File: src/rtl/mesi_pkg.sv
package mesi_pkg;

  typedef enum logic [1:0] {
    ST_I = 2'd0,
    ST_S = 2'd1,
    ST_E = 2'd2,
    ST_M = 2'd3
  } line_st_t;

  typedef enum logic [1:0] {
    CMD_NONE = 2'd0,
    CMD_RD   = 2'd1,
    CMD_RDX  = 2'd2,
    CMD_WB   = 2'd3
  } bus_cmd_t;

  typedef enum logic [1:0] {
    P_IDLE = 2'd0,
    P_WB   = 2'd1,
    P_FILL = 2'd2
  } pstate_t;

  // State left behind by a snoop that hit a valid line
  function automatic line_st_t snoop_next(input line_st_t cur, input logic excl);
    if (excl || cur == ST_I) return ST_I;
    return ST_S;
  endfunction

  // State a fill installs; the shared sample matters only for reads
  function automatic line_st_t fill_state(input logic wr, input logic shared);
    if (wr) return ST_M;
    return shared ? ST_S : ST_E;
  endfunction

  function automatic bus_cmd_t fill_cmd(input logic wr);
    return wr ? CMD_RDX : CMD_RD;
  endfunction

endpackage

File: src/rtl/mesi_line_table.sv
module mesi_line_table
  import mesi_pkg::*;
#(
  parameter int IDX_W = 4,
  parameter int TAG_W = 8
) (
  input  logic             clk,
  input  logic             rst,
  // read port A (processor side)
  input  logic [IDX_W-1:0] a_idx,
  output line_st_t         a_st,
  output logic [TAG_W-1:0] a_tag,
  // read port B (snoop side)
  input  logic [IDX_W-1:0] b_idx,
  output line_st_t         b_st,
  output logic [TAG_W-1:0] b_tag,
  // write port A: state and tag
  input  logic             a_we,
  input  logic [IDX_W-1:0] a_widx,
  input  line_st_t         a_wst,
  input  logic             a_tag_we,
  input  logic [TAG_W-1:0] a_wtag,
  // write port B: state only, wins on equal index
  input  logic             b_we,
  input  logic [IDX_W-1:0] b_widx,
  input  line_st_t         b_wst
);

  localparam int LINES = 1 << IDX_W;

  line_st_t         st_q  [LINES];
  logic [TAG_W-1:0] tag_q [LINES];

  always_ff @(posedge clk) begin
    if (rst) begin
      for (int i = 0; i < LINES; i++) st_q[i] <= ST_I;
    end else begin
      if (a_we) st_q[a_widx] <= a_wst;
      if (b_we) st_q[b_widx] <= b_wst;
    end
  end

  // tags need no reset: an Invalid state masks them
  always_ff @(posedge clk) begin
    if (a_tag_we) tag_q[a_widx] <= a_wtag;
  end

  assign a_st  = st_q[a_idx];
  assign a_tag = tag_q[a_idx];
  assign b_st  = st_q[b_idx];
  assign b_tag = tag_q[b_idx];

endmodule

File: src/rtl/mesi_snoop_unit.sv
module mesi_snoop_unit
  import mesi_pkg::*;
#(
  parameter int LINE_AW = 12,
  parameter int IDX_W   = 4
) (
  input  logic               clk,
  input  logic               rst,
  input  logic               snp_valid,
  input  logic               snp_excl,
  input  logic [LINE_AW-1:0] snp_addr,
  // table lookup
  output logic [IDX_W-1:0]   lk_idx,
  input  line_st_t           lk_st,
  input  logic [LINE_AW-IDX_W-1:0] lk_tag,
  // table update
  output logic               wr_en,
  output logic [IDX_W-1:0]   wr_idx,
  output line_st_t           wr_st,
  // registered responses
  output logic               shared_q,
  output logic               flush_q,
  output logic [LINE_AW-1:0] flush_addr_q
);

  localparam int TAG_W = LINE_AW - IDX_W;

  logic [TAG_W-1:0] s_tag;
  logic             s_hit;

  assign lk_idx = snp_addr[IDX_W-1:0];
  assign s_tag  = snp_addr[LINE_AW-1:IDX_W];
  assign s_hit  = snp_valid && (lk_st != ST_I) && (lk_tag == s_tag);

  assign wr_en  = s_hit;
  assign wr_idx = lk_idx;
  assign wr_st  = snoop_next(lk_st, snp_excl);

  always_ff @(posedge clk) begin
    if (rst) begin
      shared_q     <= 1'b0;
      flush_q      <= 1'b0;
      flush_addr_q <= '0;
    end else begin
      shared_q <= s_hit && !snp_excl;
      flush_q  <= s_hit && (lk_st == ST_M);
      if (s_hit && lk_st == ST_M) flush_addr_q <= snp_addr;
    end
  end

endmodule

File: src/rtl/mesi_proc_fsm.sv
module mesi_proc_fsm
  import mesi_pkg::*;
#(
  parameter int LINE_AW = 12,
  parameter int IDX_W   = 4
) (
  input  logic               clk,
  input  logic               rst,
  input  logic               req_valid,
  input  logic               req_write,
  input  logic [LINE_AW-1:0] req_addr,
  output logic               req_ready,
  input  logic               snp_valid,
  input  logic [LINE_AW-1:0] snp_addr,
  // table lookup
  output logic [IDX_W-1:0]   lk_idx,
  input  line_st_t           lk_st,
  input  logic [LINE_AW-IDX_W-1:0] lk_tag,
  // table update
  output logic               wr_en,
  output logic [IDX_W-1:0]   wr_idx,
  output line_st_t           wr_st,
  output logic               wr_tag_en,
  output logic [LINE_AW-IDX_W-1:0] wr_tag,
  // bus side
  input  logic               bus_ack,
  input  logic               bus_shared,
  output bus_cmd_t           bus_cmd_q,
  output logic [LINE_AW-1:0] bus_addr_q,
  // response
  output logic               resp_valid_q,
  output logic               resp_hit_q,
  output line_st_t           resp_state_q
);

  localparam int TAG_W = LINE_AW - IDX_W;

  pstate_t            ps_q;
  logic [LINE_AW-1:0] pend_addr_q;
  logic               pend_write_q;

  logic [IDX_W-1:0] r_idx;
  logic [TAG_W-1:0] r_tag;
  logic             hit, fast, to_mod, need_wb, accept;

  assign r_idx   = req_addr[IDX_W-1:0];
  assign r_tag   = req_addr[LINE_AW-1:IDX_W];
  assign lk_idx  = r_idx;
  assign hit     = (lk_st != ST_I) && (lk_tag == r_tag);
  assign fast    = hit && (!req_write || lk_st != ST_S);
  assign to_mod  = hit && req_write && (lk_st == ST_E);
  assign need_wb = !hit && (lk_st == ST_M);

  assign req_ready = (ps_q == P_IDLE) &&
                     !(snp_valid && snp_addr[IDX_W-1:0] == r_idx);
  assign accept    = req_valid && req_ready;

  always_comb begin
    wr_en     = 1'b0;
    wr_idx    = pend_addr_q[IDX_W-1:0];
    wr_st     = ST_I;
    wr_tag_en = 1'b0;
    wr_tag    = pend_addr_q[LINE_AW-1:IDX_W];
    case (ps_q)
      P_IDLE: begin
        if (accept && to_mod) begin
          wr_en  = 1'b1;
          wr_idx = r_idx;
          wr_st  = ST_M;
        end
      end
      P_WB: begin
        if (bus_ack) begin
          wr_en = 1'b1;
          wr_st = ST_I;
        end
      end
      P_FILL: begin
        if (bus_ack) begin
          wr_en     = 1'b1;
          wr_tag_en = 1'b1;
          wr_st     = fill_state(pend_write_q, bus_shared);
        end
      end
      default: ;
    endcase
  end

  always_ff @(posedge clk) begin
    if (rst) begin
      ps_q         <= P_IDLE;
      pend_addr_q  <= '0;
      pend_write_q <= 1'b0;
      bus_cmd_q    <= CMD_NONE;
      bus_addr_q   <= '0;
      resp_valid_q <= 1'b0;
      resp_hit_q   <= 1'b0;
      resp_state_q <= ST_I;
    end else begin
      resp_valid_q <= 1'b0;
      case (ps_q)
        P_IDLE: begin
          if (accept) begin
            pend_addr_q  <= req_addr;
            pend_write_q <= req_write;
            if (fast) begin
              resp_valid_q <= 1'b1;
              resp_hit_q   <= 1'b1;
              resp_state_q <= to_mod ? ST_M : lk_st;
            end else if (need_wb) begin
              bus_cmd_q  <= CMD_WB;
              bus_addr_q <= {lk_tag, r_idx};
              ps_q       <= P_WB;
            end else begin
              bus_cmd_q  <= fill_cmd(req_write);
              bus_addr_q <= req_addr;
              ps_q       <= P_FILL;
            end
          end
        end
        P_WB: begin
          if (bus_ack) begin
            bus_cmd_q  <= fill_cmd(pend_write_q);
            bus_addr_q <= pend_addr_q;
            ps_q       <= P_FILL;
          end
        end
        P_FILL: begin
          if (bus_ack) begin
            bus_cmd_q    <= CMD_NONE;
            resp_valid_q <= 1'b1;
            resp_hit_q   <= 1'b0;
            resp_state_q <= fill_state(pend_write_q, bus_shared);
            ps_q         <= P_IDLE;
          end
        end
        default: ps_q <= P_IDLE;
      endcase
    end
  end

endmodule

File: src/rtl/mesi_snoop_ctrl.sv
module mesi_snoop_ctrl
  import mesi_pkg::*;
#(
  parameter int LINE_AW = 12,
  parameter int IDX_W   = 4
) (
  input  logic               clk,
  input  logic               rst,
  input  logic               req_valid,
  input  logic               req_write,
  input  logic [LINE_AW-1:0] req_addr,
  output logic               req_ready,
  output logic               resp_valid,
  output logic               resp_hit,
  output logic [1:0]         resp_state,
  output logic [1:0]         bus_cmd,
  output logic [LINE_AW-1:0] bus_addr,
  input  logic               bus_ack,
  input  logic               bus_shared,
  input  logic               snp_valid,
  input  logic               snp_excl,
  input  logic [LINE_AW-1:0] snp_addr,
  output logic               snp_shared,
  output logic               snp_flush,
  output logic [LINE_AW-1:0] snp_flush_addr
);

  localparam int TAG_W = LINE_AW - IDX_W;

  logic [IDX_W-1:0] pa_idx, sb_idx, pw_idx, sw_idx;
  line_st_t         pa_st, sb_st, pw_st, sw_st;
  logic [TAG_W-1:0] pa_tag, sb_tag, pw_tag;
  logic             pw_en, pw_tag_en, sw_en;
  bus_cmd_t         cmd_q;
  line_st_t         rstate_q;

  mesi_line_table #(.IDX_W(IDX_W), .TAG_W(TAG_W)) u_table (
    .clk      (clk),
    .rst      (rst),
    .a_idx    (pa_idx),
    .a_st     (pa_st),
    .a_tag    (pa_tag),
    .b_idx    (sb_idx),
    .b_st     (sb_st),
    .b_tag    (sb_tag),
    .a_we     (pw_en),
    .a_widx   (pw_idx),
    .a_wst    (pw_st),
    .a_tag_we (pw_tag_en),
    .a_wtag   (pw_tag),
    .b_we     (sw_en),
    .b_widx   (sw_idx),
    .b_wst    (sw_st)
  );

  mesi_proc_fsm #(.LINE_AW(LINE_AW), .IDX_W(IDX_W)) u_proc (
    .clk          (clk),
    .rst          (rst),
    .req_valid    (req_valid),
    .req_write    (req_write),
    .req_addr     (req_addr),
    .req_ready    (req_ready),
    .snp_valid    (snp_valid),
    .snp_addr     (snp_addr),
    .lk_idx       (pa_idx),
    .lk_st        (pa_st),
    .lk_tag       (pa_tag),
    .wr_en        (pw_en),
    .wr_idx       (pw_idx),
    .wr_st        (pw_st),
    .wr_tag_en    (pw_tag_en),
    .wr_tag       (pw_tag),
    .bus_ack      (bus_ack),
    .bus_shared   (bus_shared),
    .bus_cmd_q    (cmd_q),
    .bus_addr_q   (bus_addr),
    .resp_valid_q (resp_valid),
    .resp_hit_q   (resp_hit),
    .resp_state_q (rstate_q)
  );

  mesi_snoop_unit #(.LINE_AW(LINE_AW), .IDX_W(IDX_W)) u_snoop (
    .clk          (clk),
    .rst          (rst),
    .snp_valid    (snp_valid),
    .snp_excl     (snp_excl),
    .snp_addr     (snp_addr),
    .lk_idx       (sb_idx),
    .lk_st        (sb_st),
    .lk_tag       (sb_tag),
    .wr_en        (sw_en),
    .wr_idx       (sw_idx),
    .wr_st        (sw_st),
    .shared_q     (snp_shared),
    .flush_q      (snp_flush),
    .flush_addr_q (snp_flush_addr)
  );

  assign bus_cmd    = cmd_q;
  assign resp_state = rstate_q;

endmodule

File: config.mk
export PLATFORM = sky130hd
export DESIGN_NAME = mesi_snoop_ctrl
export DESIGN_NICKNAME = d
export VERILOG_FILES = /design/src/rtl/mesi_pkg.sv /design/src/rtl/mesi_line_table.sv /design/src/rtl/mesi_snoop_unit.sv /design/src/rtl/mesi_proc_fsm.sv /design/src/rtl/mesi_snoop_ctrl.sv
export SDC_FILE = /design/constraint.sdc
export NUM_CORES = 1
export LEC_CHECK = 0
export ABC_AREA = 1
export BUFFER_PORTS_ARGS = -buffer_cell sky130_fd_sc_hd__buf_2
export CAP_MARGIN = 20
export CELL_PAD_IN_SITES_DETAIL_PLACEMENT = 0
export CELL_PAD_IN_SITES_GLOBAL_PLACEMENT = 1
export CORE_MARGIN = 5
export CORE_UTILIZATION = 42
export CTS_CLUSTER_SIZE = 40
export DETAILED_ROUTE_END_ITERATION = 8
export GPL_TIMING_DRIVEN = 0
export PLACE_DENSITY_LB_ADDON = 0.15
export RECOVER_POWER = 100
export SETUP_SLACK_MARGIN = 0.2
export SYNTH_ARGS = -nofsm -noshare
export SYNTH_HDL_FRONTEND = slang
export SYNTH_SLANG_ARGS = --single-unit
File: constraint.sdc
create_clock -name clk -period 3.9 [get_ports clk]
set_input_delay 0.78 -clock clk [delete_from_list [all_inputs] [get_ports clk]]
set_output_delay 0.78 -clock clk [all_outputs]
set_load 0.02 [all_outputs]
==> impl_metrics.toml <==
[outcome]
status = "completed"

[routing]
wl_um = 43800
vias = 10662
viasPerCell = 5.75
first_iter_violations = 1058
ant_nets = 0
wire_per_inst_um = 23.6
dr.pass1.iters = 6
drc = 0

[critical_path]
r2r_end = "u_table.tag_q[3][1]"
critPathMaxFanout = 10
cp_slowest_cell = "clkdlybuf4s15_2"
slowest_delay_ns = 0.55
r2r-start = "u_table.st_q[4][1]"
timing.critical_path.cells = "buf_2 -> inv_1 -> clkdlybuf4s15_2 -> nand3_1 -> nand3_2 -> nand2_1 -> nand2_1 -> nand2_1 -> nor2_1 -> nand2_1 -> nor2_4 -> nand4_1 -> nand2_4 -> nand2_2 -> nor4_4 -> clkbuf_2"
worst_setup_path_start_kind = "input port"
r2r_cells = 17
endpoint = "u_table.tag_q[3][1]"
worst_ep_required_time_ns = 4.10
reg2reg_slack_ns = 0.60
crit_path_frequent_cell = "nand2_1"
crit_arrival_ns = 3.88
worstSetupStartpoint = "req_addr[2]"
path_class = "input port to flop"
cp-end-kind = "flop"

[global_route]
antenna_found_initial = 0
gr-total-overflow = 0
first_global_vias = 10212
grt_max_degree = 19
grt_pass1_wl_um = 64800
track_usage_pct = 28.5

[placed_design]
dp_hpwl_um = 31200
io_buffers = 64
place.gp.congestion = 0.889

[floorplan]
die_y_um = 173
num_rows = 59
pin_count = 65
initial_core_util_pct = 42.6
coreArea_um2 = 26100
die_area_um2 = 29800
die_w_um = 173

[logic_synthesis]
yosys_register_bits = 207
synthArstFlopShare_pct = 0
synth_edf_count = 144
syn_inst = 1381
ys_types = 38
synth_nets = 1417
syn_avg_cell_area_um2 = 8.03
netlist_area_um2 = 11100
synthFlopType = "edfxtp_1"
ys_seq_area_share_pct = 50.3
yosys_warnings = 0

[finish]
seq_area_um2 = 5590
layout-drive-gt1-share_pct = 13.7
mostFrequentLayoutCells = "nand2_1 (361), edfxtp_1 (144), o21ai_0 (124), nand3_1 (115), inv_1 (115)"
multi_input_area_um2 = 4900
diodes = 0
final_common_cell = "nand2_1"
final_nets = 1538
post-route-util_pct = 50.6
fillCellCount = 2602
area_delta_synth_final_pct = 18.7

[flow_run]
max_cap_violations = 0

[clock_network]
root_buffer = "clkbuf_16"
htreeDepth = 1
cts-buffers-inserted = 24
cts.clk_slew.worst_paths_ns = 0.06
clock_path_buffers = 3
clkSinkCount = 207
cts_tree = "done"
clk_latency_ns = 0.54

[timing]
fmax_mhz = 271
finalSetupTns_ns = 0
finalClockSkew_ns = 0.0338
finalSetupViolCount = 0
fin_crit_sh_pct = 94.5
slew_headroom_pct = 42.1
drv_slew = 0
period_minus_slack_ns = 3.68
rsz0062_at_grt = "true"
tightest_slew_ns = 0.867
finalHoldViolCount = 0

[min_path]
hold_path_class = "input port to flop"

[pwr]
leakagePower_nw = 5.35
total_power_mw = 6.47
p_per_area_nw_per_um2 = 491
ir_worst_vdd_v = 0.000366
how the worst min path moves through the flow:
stage | cells after the start | slack (ns) | start | endpoint
6_report | 2 | 0.41 | snp_excl | u_snoop.shared_q
2_1_floorplan | 2 | 0.45 | u_table.st_q[13][1] | u_table.st_q[13][1]
3_5_place_dp | 2 | 0.46 | u_proc.bus_cmd_q[1] | u_proc.bus_cmd_q[1]
4_1_cts | 2 | 0.41 | snp_excl | u_snoop.shared_q
3_3_place_gp | 2 | 0.45 | u_proc.bus_cmd_q[1] | u_proc.bus_cmd_q[1]
5_1_grt | 2 | 0.42 | snp_excl | u_snoop.shared_q
per-layer routing:
metal  up-vias  global-route usage, %  share of wire, %
li1       4996                      -                 -
met1      4971                   39.6                41
met2       610                   44.7                45
met3        85                   7.11                12
met4         0                   7.76               2.6
met5         -                      0                 0
cell type report:
| cell class | instances | area share [%] |
|---|---|---|
| multi-input cells | 976 | 37.2 |
| clock inverters | 7 | 0.266 |
| well taps | 335 | 3.18 |
| flip-flops and latches | 207 | 42.4 |
| inverters | 122 | 3.52 |
| repair buffers | 95 | 4.30 |
| plain buffers | 76 | 3.74 |
| clock buffers | 37 | 5.39 |
flip-flops by register name, summed over array words and instances (netlist names):
name / flops
u_snoop.flush_addr_q: 12
u_table.tag_q: 128
u_snoop.shared_q: 1
u_table.st_q: 32
u_proc.resp_valid_q: 1
u_proc.bus_cmd_q: 2
u_proc.bus_addr_q: 12
u_proc.ps_q: 2
u_proc.pend_addr_q: 12
u_proc.resp_state_q: 2
u_proc.resp_hit_q: 1
u_snoop.flush_q: 1
u_proc.pend_write_q: 1
cell families (layout without fill, tap and decap cells):
group	after synthesis	in the layout	synth area share [%]
DFF	207	207	50.3
adders and majority gates	4	4	0.451
and+or+nand+nor	662	662	25.4
buffers and inverters	198	337	7.44
AOI/OAI and AO/OA	305	305	16.0
xor gates and xnor gates	5	5	0.395
through the flow:
step                      area (um2)  cells  setup slack (ns)  hold WS, ns
after floorplan                11100   1381             0.198        0.451
after global placement         11900   1780             -2.44        0.448
after detailed placement       12100   1793             -1.19        0.458
after CTS                      13100   1851             0.208        0.406
after global routing           13200   1855             0.105        0.423
final                          13200   1855             0.215        0.410
worst max-delay path, delay by kind of cell:
kind                   cells  cell delay, ns
AND/OR/NAND/NOR           12            1.91
buffers and inverters      4            1.18
cell usage after synthesis (19+ instances only):
master / instances / share of area (%)
nand2_1: 364 / 12
edfxtp_1: 144 / 39
nand3_1: 125 / 5.6
o21ai_0: 117 / 5.3
inv_1: 114 / 3.9
nor2_1: 112 / 3.8
dfxtp_1: 63 / 11
a21oi_1: 55 / 2.5
a22oi_1: 48 / 3.2
buf_2: 32 / 1.4
clkbuf_1: 30 / 1.0
o22ai_1: 28 / 1.6
o21ai_1: 27 / 1.2
o211ai_1: 19 / 1.3
report_power, final:
part,total [mW],switching [mW],internal (mW)
logic,1.49,1.06,0.423
clock network,2.17,0.926,1.25
registers,2.81,0.202,2.61
repair_timing:
| action | CTS | global route |
|---|---|---|
| setup buffers | 14 | 4 |
| hold buffers | 0 | 0 |
| gates resized for setup | 39 | 69 |
| pin swaps | 12 | 6 |
| endpoints found under the setup margin | 187 | 180 |
Note: power is estimated with default switching activity, not from simulation.
